===== config.mk =====
export PLATFORM = sky130hd
export DESIGN_NAME = irq_req_latch
export DESIGN_NICKNAME = d
export VERILOG_FILES = /design/src/rtl/irq_latch_pkg.sv /design/src/rtl/irq_mode_reg.sv /design/src/rtl/irq_ack_decode.sv /design/src/rtl/irq_line_cell.sv /design/src/rtl/irq_req_latch.sv
export SDC_FILE = /design/constraint.sdc
export NUM_CORES = 1
export LEC_CHECK = 0
export BUFFER_PORTS_ARGS = -buffer_cell sky130_fd_sc_hd__buf_2
export CORE_AREA = 2 2 51 53
export CTS_CLUSTER_DIAMETER = 30
export CTS_CLUSTER_SIZE = 24
export DETAILED_ROUTE_END_ITERATION = 16
export DIE_AREA = 0 0 53 55
export PLACE_DENSITY = 0.74
export SLEW_MARGIN = 25
export SYNTH_ARGS = -nofsm -noshare
export SYNTH_HDL_FRONTEND = slang
export SYNTH_SLANG_ARGS = --single-unit

===== constraint.sdc =====
create_clock -name clk -period 1 [get_ports clk]
set_input_delay 0.25 -clock clk [delete_from_list [all_inputs] [get_ports clk]]
set_output_delay 0.25 -clock clk [all_outputs]
set_load 0.005 [all_outputs]

===== src/rtl/irq_latch_pkg.sv =====
// Shared constants for the interrupt request latch.
// Assumes a single synchronous clock domain for every user of the package.
package irq_latch_pkg;
    localparam int unsigned IRQ_LINES     = 8;
    localparam logic [7:0]  MASK_PRIMARY  = 8'hF8;
    localparam logic [7:0]  MASK_SECONDARY = 8'hDE;
endpackage


===== src/rtl/irq_mode_reg.sv =====
// Trigger-mode register: one bit per line, 1 = level, 0 = edge.
// Only bits set in WR_MASK can ever hold a 1. The register is cleared by
// reset only, never by controller re-initialisation.
module irq_mode_reg #(
    parameter int unsigned      N_LINES = 8,
    parameter logic [N_LINES-1:0] WR_MASK = '1
) (
    input  logic               clk,
    input  logic               rst_n,
    input  logic               wr_en,
    input  logic [N_LINES-1:0] wr_data,
    output logic [N_LINES-1:0] mode_q
);
    // Store the write value filtered through the writable-bit mask.
    always_ff @(posedge clk) begin
        if (!rst_n) begin
            mode_q <= '0;
        end else if (wr_en) begin
            mode_q <= wr_data & WR_MASK;
        end
    end
endmodule


===== src/rtl/irq_ack_decode.sv =====
// Turns an acknowledge strobe plus a binary line index into a one-hot
// vector of per-line clear requests. Assumes N_LINES is a power of two.
module irq_ack_decode #(
    parameter int unsigned N_LINES = 8,
    localparam int unsigned IDX_W = $clog2(N_LINES)
) (
    input  logic               valid,
    input  logic [IDX_W-1:0]   line,
    output logic [N_LINES-1:0] hit
);
    for (genvar gi = 0; gi < N_LINES; gi++) begin : g_dec
        // Assert the clear request for exactly the addressed line.
        assign hit[gi] = valid && (line == IDX_W'(gi));
    end
endmodule


===== src/rtl/irq_line_cell.sv =====
// State for a single interrupt line: the pending bit and the last sampled
// level. In level mode both bits follow the input. In edge mode a 0->1
// transition sets the pending bit, which then holds until acknowledged.
// A new edge beats an acknowledge in the same cycle.
module irq_line_cell (
    input  logic clk,
    input  logic rst_n,
    input  logic clr,
    input  logic level_mode,
    input  logic din,
    input  logic ack_hit,
    output logic pend,
    output logic prev
);
    logic rise;

    // A rising edge is a high sample against a low stored level.
    assign rise = din && !prev;

    // Update the pending and previous-level bits once per clock.
    always_ff @(posedge clk) begin
        if (!rst_n || clr) begin
            pend <= 1'b0;
            prev <= 1'b0;
        end else if (level_mode) begin
            pend <= din;
            prev <= din;
        end else begin
            prev <= din;
            pend <= rise || (pend && !ack_hit);
        end
    end
endmodule


===== src/rtl/irq_req_latch.sv =====
// Top of the interrupt request latch. It holds the masked trigger-mode
// register, decodes the acknowledge, and has one line cell per request
// input. Assumes req_in is already synchronous to clk.
module irq_req_latch
    import irq_latch_pkg::*;
#(
    parameter int unsigned        N_LINES = IRQ_LINES,
    parameter logic [N_LINES-1:0] WR_MASK = MASK_PRIMARY,
    localparam int unsigned       IDX_W   = $clog2(N_LINES)
) (
    input  logic               clk,
    input  logic               rst_n,
    input  logic               clr_state,
    input  logic [N_LINES-1:0] req_in,
    input  logic               ack_valid,
    input  logic [IDX_W-1:0]   ack_line,
    input  logic               mode_wr_en,
    input  logic [N_LINES-1:0] mode_wr_data,
    output logic [N_LINES-1:0] mode_rd,
    output logic [N_LINES-1:0] pend_o,
    output logic [N_LINES-1:0] prev_o
);
    logic [N_LINES-1:0] ack_hit;

    irq_mode_reg #(
        .N_LINES (N_LINES),
        .WR_MASK (WR_MASK)
    ) u_mode (
        .clk     (clk),
        .rst_n   (rst_n),
        .wr_en   (mode_wr_en),
        .wr_data (mode_wr_data),
        .mode_q  (mode_rd)
    );

    irq_ack_decode #(
        .N_LINES (N_LINES)
    ) u_ack (
        .valid (ack_valid),
        .line  (ack_line),
        .hit   (ack_hit)
    );

    for (genvar gl = 0; gl < N_LINES; gl++) begin : g_line
        irq_line_cell u_cell (
            .clk        (clk),
            .rst_n      (rst_n),
            .clr        (clr_state),
            .level_mode (mode_rd[gl]),
            .din        (req_in[gl]),
            .ack_hit    (ack_hit[gl]),
            .pend       (pend_o[gl]),
            .prev       (prev_o[gl])
        );
    end
endmodule


==> impl_metrics.env <==
export IMPL_status="finished with violations"
export IMPL_maxCapViolCount=0
export IMPL_post_drt_via_cell_ratio=4.47
export IMPL_htree_levels=1
export IMPL_grt_busiest_layer="met2"
export IMPL_fill_cells=230
export IMPL_synthTopCellsByArea="dfxtp_1 (43%), buf_4 (18%), and2_1 (5.1%)"
export IMPL_yosys_cell_types_count=18
export IMPL_clock_skew_ns=0.00525
export IMPL_wire_per_inst_um=11.5
export IMPL_period_needed_ns=1.02
export IMPL_clockBufferDepth=2
export IMPL_min_to="g_line[5].u_cell.prev"
export IMPL_met3_usage=0.0242
export IMPL_fmax_mhz=983
export IMPL_drv_slew=0
export IMPL_coreArea_mm2=0.00236
export IMPL_syn_to_final_growth_pct=23.4
export IMPL_whs_path_depth=2
export IMPL_worst_r2r_path_depth=5
export IMPL_worst_hold_path_type="input port to flop"
export IMPL_cp_start_kind="flop"
export IMPL_drcViolationCount=0
export IMPL_period_share=1.02
export IMPL_grt_ovfl_total=0
export IMPL_worst_setup_path_type="flop to output pin"
export IMPL_numClockSinks=21
export IMPL_synthAdderAreaFrac=0
export IMPL_ys_warn_count=0
export IMPL_cp_slowest_cell="dfxtp_2"
export IMPL_portBuffers=41
export IMPL_first_iter_violations=9
export IMPL_cts_buffers=3
export IMPL_grt_use_met1=0.165
export IMPL_cts_tree="built"
export IMPL_antenna_found_initial=0
export IMPL_dp_hpwl_um=1410
export IMPL_initial_core_util=0.414
export IMPL_clock_power_share=0.262
export IMPL_max_vdd_ir_drop_mv=1.14
export IMPL_grt_pass1_wl_um=2990
export IMPL_synth_compound_area_share=0.116
export IMPL_post_route_cells_drive_above_1_share=0.540
export IMPL_post_place_ws_ns=0.0253
export IMPL_path_buf_inv=1
export IMPL_worst_hold_startpoint="req_in[5]"
export IMPL_end_kind="output pin"
export IMPL_rsz0062_at_grt="yes"
export IMPL_clk_pin_slew_worst_paths_ns=0.12
export IMPL_grt_pass1_vias=694
export IMPL_num_vias=756
export IMPL_worstPathCellList="buf_2"
export IMPL_first_pass_iters=4
export IMPL_dieArea_mm2=0.00292
export IMPL_required_ns=0.75
export IMPL_ant_nets=0
export IMPL_switching_share=0.247
export IMPL_routabilityCongestion=0.726
export IMPL_crit_family="flip-flops"
export IMPL_holdWs_ns=0.155
export IMPL_p_switching_uw=384
export IMPL_synth_simple_area_share=0.161
export IMPL_reg2reg_from="u_mode.mode_q[3]"
export IMPL_wl_um=1950
export IMPL_powerDensity_mw_per_mm2=1290
export IMPL_cp_max_fo=2
export IMPL_finalHoldViolCount=0
export IMPL_io_pins=48
export IMPL_worstSkewPairLatency_ns=0.30
export IMPL_p_int_uw=1170
export IMPL_r2r_end="g_line[3].u_cell.pend"
export IMPL_setup_ws_ns=-0.0172
export IMPL_setup_viol_count_final=14
export IMPL_met2_usage=0.250
export IMPL_rrSetupSlack_ns=0.05
export IMPL_yosys_area_top_type="dfxtp_1"
export IMPL_crit_path_start="u_mode.mode_q[5]"
export IMPL_max_stage_delay_ns=0.35
export IMPL_failed_checks="setup timing"
export IMPL_synthMuxAreaShare=0.0511
export IMPL_pwr_share_seq=0.583
export IMPL_die_w_um=53
export IMPL_synth_xor_area_frac=0
export IMPL_grt_max_degree=14
export IMPL_fin_nets=164
export IMPL_power_frac_comb=0.156
export IMPL_syn_cell_area_um2=980
export IMPL_ys_seq_elements=21
export IMPL_synth_cells=109
export IMPL_synth_avg_cell_area_um2=8.99
export IMPL_root_buffer="clkbuf_4"
export IMPL_power_leakage_uw=0.000590
export IMPL_arrival_ns=0.77
export IMPL_synth_top_cell_area_share=0.429
export IMPL_ys_seq_area_frac=0.429
export IMPL_rows=18
export IMPL_track_usage=0.142
export IMPL_dieHeight_um=55
export IMPL_synth_top_family_by_area="buffers and inverters"
export IMPL_n_antenna_cell=0
[flip-flops by register name, summed over array words and instances (netlist names)]
| name | flops |
|---|---|
| g_line.u_cell.prev | 8 |
| g_line.u_cell.pend | 8 |
| u_mode.mode_q | 5 |
[cells by family after synthesis]
logic type / Yosys count
multiplexers: 5
flip-flops: 21
AND/OR/NAND/NOR: 25
other: 1
AO/OA/AOI/OAI: 19
buffers and inverters: 38
[layout by cell type, fill, tap and decap left out, drive strengths merged]
| master | instances |
|---|---|
| o21ai | 6 |
| o41ai | 1 |
| clkbuf | 3 |
| inv | 12 |
| nand2 | 2 |
| o311ai | 4 |
| dfxtp | 21 |
| nor2b | 8 |
| and2 | 8 |
| mux2i | 5 |
| nand2b | 2 |
| a21oi | 8 |
| buf | 50 |
| nand4bb | 2 |
| conb | 3 |
| nor2 | 2 |
| and2b | 1 |
| clkinvlp | 1 |
[worst max-delay path by stage]
stage	to	slack, ns	depth (start not counted)
after floorplan	g_line[0].u_cell.pend	0.21	2
after global placement	g_line[0].u_cell.pend	0.02	3
after detailed placement	g_line[0].u_cell.pend	0.03	3
after CTS	pend_o[3]	-0.03	1
after global routing	mode_rd[5]	-0.06	1
final	mode_rd[5]	-0.02	1
[routing by layer]
layer,vias up,share of wire,wire [um]
met4,0,0.0062,12
met2,28,0.53,1030
met5,-,0,0
li1,384,-,-
met3,2,0.063,123
met1,342,0.40,781
[layout make-up]
class	instances	area [um2]	share of cell area
clock inverters	1	7.51	0.00621
multi-input cells	52	333	0.275
well taps	30	37.5	0.0311
repair buffers	50	317	0.262
inverters	12	45.0	0.0373
flip-flops and latches	21	447	0.370
clock buffers	3	22.5	0.0186
[what timing repair did]
action | 4_1_cts | 5_1_grt
setup endpoints to repair | 21 | 21
resized for setup | 23 | 5
setup buffers | 6 | 3
hold buffers | 0 | 0
[power groups by stage]
stage	logic (uW)	registers (uW)	clock network [uW]
2_1_floorplan	154	915	0
3_3_place_gp	188	920	0
3_5_place_dp	193	922	0
4_1_cts	225	905	426
5_1_grt	270	913	459
6_report	243	908	408
[metrics by stage]
step / instance area (um2) / utilization / instances / power, uW / TNS, ns
6_report: 1210 / 0.511 / 169 / 1560 / -0.104
4_1_cts: 1150 / 0.488 / 166 / 1560 / -0.378
5_1_grt: 1210 / 0.511 / 169 / 1640 / -0.807
2_1_floorplan: 987 / - / 111 / 1070 / 0
3_3_place_gp: 1040 / 0.440 / 156 / 1110 / 0
3_5_place_dp: 1040 / 0.440 / 156 / 1120 / 0
[cells in the mapped netlist]
master / count
mux2i_1: 5
o311ai_1: 4
nand4bb_1: 2
nand2b_1: 2
conb_1: 1
and2_1: 8
nor2_1: 2
nor2b_1: 8
o41ai_1: 1
o21ai_0: 6
dfxtp_1: 21
nand2_1: 2
clkbuf_1: 1
and2b_1: 1
a21oi_1: 8
buf_4: 24
buf_2: 1
inv_1: 12
Power figures use the tool's default switching activity.
